`config.mk`:
```
export PLATFORM = sky130hd
export DESIGN_NAME = simt_diverge_ctrl
export DESIGN_NICKNAME = d
export VERILOG_FILES = /design/src/rtl/simt_div_pkg.sv /design/src/rtl/simt_popcount.sv /design/src/rtl/simt_mask_stack.sv /design/src/rtl/simt_diverge_ctrl.sv
export SDC_FILE = /design/constraint.sdc
export NUM_CORES = 1
export LEC_CHECK = 0
export ABC_AREA = 1
export BUFFER_PORTS_ARGS = -buffer_cell sky130_fd_sc_hd__buf_2
export CAP_MARGIN = 0
export CORE_MARGIN = 3
export CORE_UTILIZATION = 60
export CTS_BUF_LIST = sky130_fd_sc_hd__clkbuf_2 sky130_fd_sc_hd__clkbuf_4 sky130_fd_sc_hd__clkbuf_8
export DETAILED_ROUTE_END_ITERATION = 10
export GPL_TIMING_DRIVEN = 1
export PLACE_DENSITY = 0.79
export RECOVER_POWER = 100
export SETUP_SLACK_MARGIN = 0.15
export SLEW_MARGIN = 20
export SYNTH_ARGS = -nofsm -noshare
export SYNTH_HDL_FRONTEND = slang
export SYNTH_SLANG_ARGS = --single-unit
```
`constraint.sdc`:
```
create_clock -name clk -period 11.7 [get_ports clk]
set_input_delay 2.34 -clock clk [delete_from_list [all_inputs] [get_ports clk]]
set_output_delay 2.34 -clock clk [all_outputs]
set_load 0.01 [all_outputs]
```
`src/rtl/simt_div_pkg.sv`:
```
package simt_div_pkg;

   typedef enum logic [1:0] {
      BR_UNI_NOT = 2'd0,
      BR_UNI_TKN = 2'd1,
      BR_SPLIT   = 2'd2
   } br_kind_e;

   // Classify a branch from whether any active lane goes each way.
   function automatic br_kind_e classify(input logic any_tkn, input logic any_not);
      if (any_tkn && any_not) return BR_SPLIT;
      if (any_tkn)            return BR_UNI_TKN;
      return BR_UNI_NOT;
   endfunction

endpackage

```
`src/rtl/simt_popcount.sv`:
```
module simt_popcount #(
   parameter int unsigned WIDTH = 32,
   localparam int unsigned CNT_W = $clog2(WIDTH + 1)
) (
   input  logic [WIDTH-1:0] vec,
   output logic [CNT_W-1:0] cnt
);

   generate
      if (WIDTH < 2) begin : g_bad_width
         $error("simt_popcount: WIDTH must be at least 2");
      end
   endgenerate

   always_comb begin
      cnt = '0;
      for (int i = 0; i < int'(WIDTH); i++) begin
         cnt = cnt + CNT_W'(vec[i]);
      end
   end

endmodule

```
`src/rtl/simt_mask_stack.sv`:
```
module simt_mask_stack #(
   parameter int unsigned LANES = 32,
   parameter int unsigned PC_W  = 16,
   parameter int unsigned DEPTH = 4,
   localparam int unsigned SP_W  = $clog2(DEPTH + 1),
   localparam int unsigned IDX_W = (DEPTH > 1) ? $clog2(DEPTH) : 1
) (
   input  logic             clk,
   input  logic             rst_n,
   input  logic             push,
   input  logic [PC_W-1:0]  push_rc,
   input  logic [LANES-1:0] push_saved,
   input  logic [LANES-1:0] push_pmask,
   input  logic [PC_W-1:0]  push_ppc,
   input  logic             pop,
   input  logic             clr_pend,
   output logic             empty,
   output logic             full,
   output logic [PC_W-1:0]  top_rc,
   output logic [LANES-1:0] top_saved,
   output logic [LANES-1:0] top_pmask,
   output logic [PC_W-1:0]  top_ppc,
   output logic             top_pv
);

   generate
      if (DEPTH < 2) begin : g_bad_depth
         $error("simt_mask_stack: DEPTH must be at least 2");
      end
   endgenerate

   logic [PC_W-1:0]  rc_q    [DEPTH];
   logic [LANES-1:0] saved_q [DEPTH];
   logic [LANES-1:0] pmask_q [DEPTH];
   logic [PC_W-1:0]  ppc_q   [DEPTH];
   logic [DEPTH-1:0] pv_q;
   logic [SP_W-1:0]  sp_q;
   logic [IDX_W-1:0] top_ix;
   logic [IDX_W-1:0] wr_ix;

   assign empty  = (sp_q == '0);
   assign full   = (sp_q == SP_W'(DEPTH));
   assign top_ix = empty ? '0 : IDX_W'(sp_q - SP_W'(1));
   assign wr_ix  = full ? '0 : IDX_W'(sp_q);

   assign top_rc    = rc_q[top_ix];
   assign top_saved = saved_q[top_ix];
   assign top_pmask = pmask_q[top_ix];
   assign top_ppc   = ppc_q[top_ix];
   assign top_pv    = pv_q[top_ix];

   always_ff @(posedge clk) begin
      if (!rst_n) begin
         sp_q <= '0;
         pv_q <= '0;
         for (int i = 0; i < int'(DEPTH); i++) begin
            rc_q[i]    <= '0;
            saved_q[i] <= '0;
            pmask_q[i] <= '0;
            ppc_q[i]   <= '0;
         end
      end else if (push) begin
         rc_q[wr_ix]    <= push_rc;
         saved_q[wr_ix] <= push_saved;
         pmask_q[wr_ix] <= push_pmask;
         ppc_q[wr_ix]   <= push_ppc;
         pv_q[wr_ix]    <= 1'b1;
         sp_q           <= sp_q + SP_W'(1);
      end else if (clr_pend) begin
         pv_q[top_ix] <= 1'b0;
      end else if (pop) begin
         sp_q <= sp_q - SP_W'(1);
      end
   end

   // the controller must never push into a full stack
   assert_no_push_full_R7: assert property (@(posedge clk) disable iff (!rst_n)
      !(push && full));

   // nothing is taken from an empty stack
   assert_no_pop_empty_R9: assert property (@(posedge clk) disable iff (!rst_n)
      !((pop || clr_pend) && empty));

   // fill level stays within DEPTH
   assert_sp_bound_R6: assert property (@(posedge clk) disable iff (!rst_n)
      sp_q <= SP_W'(DEPTH));

   // a push raises the level by exactly one
   assert_push_level_R6: assert property (@(posedge clk) disable iff (!rst_n)
      push |=> sp_q == $past(sp_q) + SP_W'(1));

endmodule

```
`src/rtl/simt_diverge_ctrl.sv`:
```
module simt_diverge_ctrl
   import simt_div_pkg::*;
#(
   parameter int unsigned LANES    = 32,
   parameter int unsigned PC_W     = 16,
   parameter int unsigned DEPTH    = 4,
   parameter logic [PC_W-1:0] RESET_PC = '0,
   localparam int unsigned CNT_W   = $clog2(LANES + 1)
) (
   input  logic             clk,
   input  logic             rst_n,
   input  logic             br_valid,
   input  logic [LANES-1:0] br_pred,
   input  logic [PC_W-1:0]  br_target,
   input  logic [PC_W-1:0]  br_reconv,
   input  logic             path_done,
   output logic [PC_W-1:0]  cur_pc,
   output logic [LANES-1:0] act_mask,
   output logic [CNT_W-1:0] active_cnt,
   output logic             ovf_err
);

   generate
      if (LANES < 2) begin : g_bad_lanes
         $error("simt_diverge_ctrl: LANES must be at least 2");
      end
      if (PC_W < 2) begin : g_bad_pcw
         $error("simt_diverge_ctrl: PC_W must be at least 2");
      end
   endgenerate

   logic [LANES-1:0] tkn_lanes, not_lanes;
   br_kind_e         kind;
   logic             stk_empty, stk_full;
   logic [PC_W-1:0]  top_rc, top_ppc;
   logic [LANES-1:0] top_saved, top_pmask;
   logic             top_pv;
   logic             take_done, do_branch, push, pop, clr_pend;
   logic [PC_W-1:0]  fall_pc;

   // Only active lanes vote on the branch.
   assign tkn_lanes = br_pred & act_mask;
   assign not_lanes = ~br_pred & act_mask;
   assign kind      = classify(|tkn_lanes, |not_lanes);
   assign fall_pc   = cur_pc + PC_W'(1);

   // path_done wins over a same-cycle branch.
   assign take_done = path_done && !stk_empty;
   assign do_branch = br_valid && !path_done;
   assign push      = do_branch && (kind == BR_SPLIT) && !stk_full;
   assign clr_pend  = take_done && top_pv;
   assign pop       = take_done && !top_pv;

   simt_mask_stack #(
      .LANES (LANES),
      .PC_W  (PC_W),
      .DEPTH (DEPTH)
   ) u_stack (
      .clk        (clk),
      .rst_n      (rst_n),
      .push       (push),
      .push_rc    (br_reconv),
      .push_saved (act_mask),
      .push_pmask (not_lanes),
      .push_ppc   (fall_pc),
      .pop        (pop),
      .clr_pend   (clr_pend),
      .empty      (stk_empty),
      .full       (stk_full),
      .top_rc     (top_rc),
      .top_saved  (top_saved),
      .top_pmask  (top_pmask),
      .top_ppc    (top_ppc),
      .top_pv     (top_pv)
   );

   always_ff @(posedge clk) begin
      if (!rst_n) begin
         cur_pc   <= RESET_PC;
         act_mask <= '1;
         ovf_err  <= 1'b0;
      end else if (take_done) begin
         if (top_pv) begin
            cur_pc   <= top_ppc;
            act_mask <= top_pmask;
         end else begin
            cur_pc   <= top_rc;
            act_mask <= top_saved;
         end
      end else if (do_branch) begin
         unique case (kind)
            BR_UNI_TKN: cur_pc <= br_target;
            BR_UNI_NOT: cur_pc <= fall_pc;
            BR_SPLIT: begin
               if (stk_full) begin
                  ovf_err <= 1'b1;
               end else begin
                  cur_pc   <= br_target;
                  act_mask <= tkn_lanes;
               end
            end
            default: cur_pc <= cur_pc;
         endcase
      end
   end

   simt_popcount #(.WIDTH(LANES)) u_popcnt (
      .vec (act_mask),
      .cnt (active_cnt)
   );

   // lane count agrees with the mask
   assert_cnt_match_R8: assert property (@(posedge clk) disable iff (!rst_n)
      active_cnt == CNT_W'($countones(act_mask)));

   // mask is never empty
   assert_mask_nonzero_R6: assert property (@(posedge clk) disable iff (!rst_n)
      act_mask != '0);

   // a uniform branch leaves the mask alone
   assert_uniform_keep_R2: assert property (@(posedge clk) disable iff (!rst_n)
      (do_branch && kind != BR_SPLIT) |=> $stable(act_mask));

   // a split narrows the mask to the taken lanes
   assert_split_mask_R3: assert property (@(posedge clk) disable iff (!rst_n)
      push |=> act_mask == $past(br_pred & act_mask));

   // a final pop restores the saved mask
   assert_pop_restore_R5: assert property (@(posedge clk) disable iff (!rst_n)
      pop |=> act_mask == $past(top_saved));

   // overflow flag is sticky
   assert_ovf_sticky_R7: assert property (@(posedge clk) disable iff (!rst_n)
      ovf_err |=> ovf_err);

endmodule

```
==> flow_summary.toml, run 1 <==
[min_path]
hold_class = "reg -> reg"
hp-start = "u_stack.pv_q[3]$_SDFFE_PN0P_"

[sta]
finalCriticalPeriod_ns = 9.88
finalHoldViolCount = 0
maxSlewViolCount = 550
rsz0062_at_grt = "false"
final-setup-viol-count = 0
slew-limit-headroom_pct = -178
max_freq_mhz = 101
setup_tns_ns = 0
period_share_pct = 84.5
final.setup_skew_ns = 0.0245
worst_pin_slew_ns = 4.18

[setup_path]
crit_path_cell_trace = "clkbuf_1 > nand2_1 > nand2_1 > nor2_1 > nand2_1 > nor2_1 > nand2_1 > nand4_1 > nor2_1 > nand2_4 > nand2_4 > buf_4"
critPathRequiredTime_ns = 11.94
worstSetupStartpointType = "primary input"
arrival_ns = 10.12
crit_path_max_fanout = 49
cp_common_cell = "nand2_1"
cp_slowest_stage_delay_ns = 2.24
crit_family = "simple AND/OR/NAND/NOR gates"
critPathBufInv = 2
startpoint = "br_pred[19]"
rr_startpoint = "u_stack.sp_q[1]$_SDFFE_PN0P_"
crit_type = "in -> reg"
slowest_stage = "nor2_1"
cp-end-kind = "flip-flop"

[yosys]
ys.flop_type = "edfxtp_1"
synth_nets = 2470
synth.most_common_cell = "nor2_1"
synth-edff-count = 384
synth_top_cell_area_share_pct = 53.7
synth.area.top_cells = "edfxtp_1, nor2_1, nand2_1, dfxtp_1, o21ai_0"
yosysWarnings = 0
seq_area_frac_synth_pct = 58.9
yosysTopAreaCell = "edfxtp_1"
syn_avg_cell_area_sq_um = 9.09
synth-seq-cells = 440
synth_commonest_cells = "nor2_1, nand2_1, edfxtp_1, inv_1, o21ai_0"
synth_cell_types = 34
synth_cells = 2363
netlist_area_sq_um = 21500
async_flop_share_pct = 0

[status]
status = "finished with violations"
violations = "capacitance limit, slew limit"

[die]
core-area_sq_um = 34900
initial_core_util_pct = 61.6
die_height_um = 195
die_area_sq_um = 38100
die_x_um = 195
rows = 68
io_pins = 123

[routing]
wire_per_inst_um = 21.2
drt.antenna.violating_nets = 0
routed_wl_mm = 62.7
via_per_inst = 5.94
dr_total_vias = 17600
dr.first_iter.drc_count = 2035
firstDrtPassIters = 6
drc = 0

[clocking]
clk_latency_ns = 0.63
clock-sinks = 440
clkTransAtPathRegs_ns = 0.05
htree_levels = 3
root_buffer = "clkbuf_8"
cts.hold.buffers_added = 0
clk_path_buf_depth = 3
ctsResizeCount = 0
cts_tree = "built"
cts_inserted_buffers = 73
post_cts_buffers = 0

[finish]
fin_nets = 2556
antennaDiodeCount = 0
areaGrowthSynthToFinish_pct = 9.71
utilization_pct = 67.6
drive_gt1_share_pct = 9.06

[global_route]
grt_pass1_wl_mm = 95.4
grt.total_usage_pct = 32.3
grt_pass1_vias = 17300
grt-ovfl-total = 0
grt_max_degree = 93
antenna_found_initial = 0

[placement]
dp_hpwl_mm = 35.8
io_buffers = 122
gp_congestion = 0.901

[power]
p_clk_share_pct = 19.8
powerDensity_nw_per_um2 = 288
pwr-share-seq_pct = 29.0
combPwrFrac_pct = 51.1
peakVddDrop_mv = 0.656
leakage_nw = 9.99
power_switching_mw = 2.98
p_sw_share_pct = 43.8
p_int_mw = 3.82

[flow_run]
maxCapViolCount = 12
## tightest hold or removal path: cells and delay by family (launching register included)
kind / cells / cell delay [ns]
compound gates: 1 / 0.05
buf+inv: 1 / 0.05
flops: 1 / 0.31
## final timing paths
path / endpoint / slack [ns] / cells past startpoint
worst max-delay path: u_stack.pmask_q[0][21]$_SDFFCE_PN0P_ / 1.82 / 12
worst min-delay path: u_stack.pv_q[3]$_SDFFE_PN0P_ / 0.46 / 2
worst max register to register: cur_pc[10]$_SDFFE_PN0P_ / 2.34 / 16
worst min register to register: u_stack.pv_q[3]$_SDFFE_PN0P_ / 0.46 / 2
## cell type report
cell class,instances,area [sq um]
flip-flops and latches,440,12700
fillers,2806,11300
inverters,239,898
multi-input cells,1551,7340
repair buffers,144,678
clock inverters,23,134
well taps,455,569
clock buffers,108,1300
## cell usage in the layout, fill, tap and decap left out, drive strengths merged, types with 24 or more instances in the layout
cell type	instances
nand2	427
nand3	85
o22ai	57
o21ai	213
fa	24
o211ai	50
dfxtp	56
inv	236
clkbuf	172
edfxtp	384
buf	80
nor2	596
## flip-flops by register name, summed over array words and instances, names as in the netlist
name	cells
cur_pc	16
ovf_err	1
act_mask	32
u_stack.ppc_q	64
u_stack.pmask_q	128
u_stack.saved_q	128
u_stack.rc_q	64
u_stack.sp_q	3
u_stack.pv_q	4
## power groups by stage
stage,logic [mW],registers (mW),clock network (mW)
finish,3.48,1.97,1.35
global route,3.89,1.99,1.42
CTS,3.57,1.96,1.35
detailed placement,3.55,2.00,0
global placement,3.45,1.99,0
floorplan,2.34,2.00,0
## logic make-up after synthesis
logic type / synth area share [%]
simple gates: 21.5
flops: 58.9
buf+inv: 6.99
compound gates: 8.94
fa+ha+maj: 3.11
xor+xnor: 0.571
## metrics by stage
step | power [mW] | area [sq um] | hold WS (ns) | setup WS, ns | std cells
floorplan | 4.34 | 21500 | 0.423 | 0.993 | 2363
global placement | 5.44 | 22300 | 0.432 | 4.29 | 2829
CTS | 6.89 | 23700 | 0.454 | 3.55 | 2960
detailed placement | 5.55 | 22300 | 0.446 | 4.22 | 2829
finish | 6.79 | 23600 | 0.456 | 1.82 | 2960
global route | 7.29 | 23600 | 0.482 | 1.68 | 2960
## layer usage
layer / track usage, % / vias to the layer above / wire (um)
li1: - / 7983 / -
met1: 40.9 / 8301 / 22800
met2: 54.3 / 1114 / 30500
met3: 6.18 / 190 / 6640
met4: 14.7 / 0 / 2770
met5: 0 / - / 0
Note: power is estimated with default switching activity, not from simulation.
==> run 2: changes to the inputs <==
==> constraint.sdc (replaced) <==
create_clock -name clk -period 9.85 [get_ports clk]
set_input_delay 1.97 -clock clk [delete_from_list [all_inputs] [get_ports clk]]
set_output_delay 1.97 -clock clk [all_outputs]
set_load 0.01 [all_outputs]
==> run 2 against run 1 <==
The flow still finishes with violations (capacitance limit, slew limit). Sequential cell count unchanged. Non-clock buffer count increased by 3. Highest routed layer unchanged. Critical path type unchanged. Critical endpoint is now u_stack.saved_q[1][26]$_SDFFCE_PN0P_. Setup slack got worse by 0.34 ns. Total power increased by 20%. Hold slack improved by 0.0023 ns. Critical path depth increased by 1.
==> flow_summary.toml, run 2 (same netlist as run 1, synthesis figures left out) <==
[status]
status = "finished with violations"
violations = "capacitance limit, slew limit"

[sta]
max_freq_mhz = 119
slew-limit-headroom_pct = -200
rsz0062_at_grt = "false"
worst_pin_slew_ns = 4.50
whs_ns = 0.458
maxSlewViolCount = 511
period_share_pct = 85.0
final.setup_skew_ns = 0.0209
final-setup-viol-count = 0
finalHoldViolCount = 0
setup_tns_ns = 0
finalCriticalPeriod_ns = 8.38

[setup_path]
crit_type = "in -> reg"
worstSetupStartpointType = "primary input"
crit_path_max_fanout = 43
crit_family = "simple AND/OR/NAND/NOR gates"
r2r_setup_slack_ns = 1.61
cp-end-kind = "flip-flop"
slowest_stage = "nand4_1"
critPathBufInv = 4
cp_common_cell = "nand2_1"
crit_path_cell_trace = "clkbuf_1 > nand2_1 > nand2_1 > nor2_1 > nand2_1 > nor2_1 > nand2_1 > nand4_1 > clkinv_1 > buf_4 > nand2_4 > nand2_4 > clkbuf_1"
critPathRequiredTime_ns = 10.03
cp_slowest_stage_delay_ns = 1.54
arrival_ns = 8.55

[global_route]
antenna_found_initial = 0
grt-ovfl-total = 0
grt_max_degree = 105
grt_pass1_vias = 17200
grt_pass1_wl_mm = 95.2
grt.total_usage_pct = 32.1

[power]
power.total_mw = 8.13
peakVddDrop_mv = 0.778
powerDensity_nw_per_um2 = 344
leakage_nw = 10.1

[clocking]
cts_inserted_buffers = 72
clk_latency_ns = 0.61
post_cts_buffers = 0
cts_tree = "built"
ctsResizeCount = 0
root_buffer = "clkbuf_8"
clkTransAtPathRegs_ns = 0.06
clock-sinks = 440
cts.hold.buffers_added = 0
clk_path_buf_depth = 3
htree_levels = 3

[placement]
gp_congestion = 0.929
place_area_sq_um = 22400
io_buffers = 122
dp_hpwl_mm = 35.3

[routing]
firstDrtPassIters = 6
drc = 0
routed_wl_mm = 62.3
drt.antenna.violating_nets = 0
via_per_inst = 5.96
dr.first_iter.drc_count = 2269
wire_per_inst_um = 21.0
dr_total_vias = 17700

[finish]
final_common_cell = "nor2_1"
top_regs = "u_stack.pmask_q x128, u_stack.saved_q x128"
drive_gt1_share_pct = 9.33
nFillCells = 2807
final_cell_mix = "nor2_1, nand2_1, edfxtp_1"
multi_input_area_sq_um = 7350
ff_latch_area_sq_um = 12700
areaGrowthSynthToFinish_pct = 10.1
utilization_pct = 67.8
design_area_sq_um = 23700
fin_nets = 2558

[die]
core-area_sq_um = 34900
rows = 68
die_x_um = 195
initial_core_util_pct = 61.6
die_height_um = 195
io_pins = 123
die_area_sq_um = 38100

[flow_run]
maxCapViolCount = 10

[min_path]
hold_class = "reg -> reg"
==> run 2: cell types whose count changed in the layout (fill, tap and decap cells not counted), sizes merged <==
cell	before	now
clkbuf	172	178
buf	80	82
inv	236	238
diode	0	1
clkinvlp	4	0
clkinv	21	19
==> run 2: final cells by class <==
cell class / count / share of cell area [%]
flip-flops and latches: 440 / 53.5
multi-input cells: 1551 / 31.1
clock buffers: 113 / 5.78
inverters: 239 / 3.79
repair buffers: 147 / 3.01
well taps: 455 / 2.41
clock inverters: 19 / 0.465
diodes: 1 / 0.0106
==> run 2: metrics by stage <==
step | worst slack, ns | instances
detailed placement | 2.77 | 2831
global route | 1.10 | 2964
finish | 1.47 | 2965
floorplan | 2.53 | 2363
CTS | 2.11 | 2963
global placement | 2.84 | 2831
==> run 2: worst paths after layout <==
| kind | cells past startpoint | to | from |
|---|---|---|---|
| setup / recovery | 13 | u_stack.saved_q[1][26]$_SDFFCE_PN0P_ | br_pred[14] |
| hold / removal | 2 | u_stack.pv_q[0]$_SDFFE_PN0P_ | u_stack.pv_q[0]$_SDFFE_PN0P_ |
| setup reg to reg | 16 | act_mask[28]$_SDFFE_PN1P_ | u_stack.sp_q[1]$_SDFFE_PN0P_ |
| hold reg to reg | 2 | u_stack.pv_q[0]$_SDFFE_PN0P_ | u_stack.pv_q[0]$_SDFFE_PN0P_ |
==> run 2: report_power, final <==
part / leakage [nW] / internal [mW] / switching [mW]
combinational: 4.82 / 1.46 / 2.70
sequential: 4.44 / 2.21 / 0.125
clock: 0.794 / 0.908 / 0.722
==> run 2: worst reg2reg max path: cells and delay by family, from the launching register on <==
family	cells	cell delay [ns]
and+or+nand+nor	8	1.24
adders and majority gates	2	0.74
DFF	1	0.31
AOI/OAI and AO/OA	2	0.42
buffers and inverters	4	5.48
==> run 2: layer usage <==
metal / up-vias / track usage (%) / wire length (um)
li1: 7985 / - / -
met1: 8313 / 41.0 / 22300
met2: 1148 / 53.1 / 29700
met3: 225 / 5.62 / 6940
met4: 0 / 16.5 / 3400
met5: - / 0 / 0
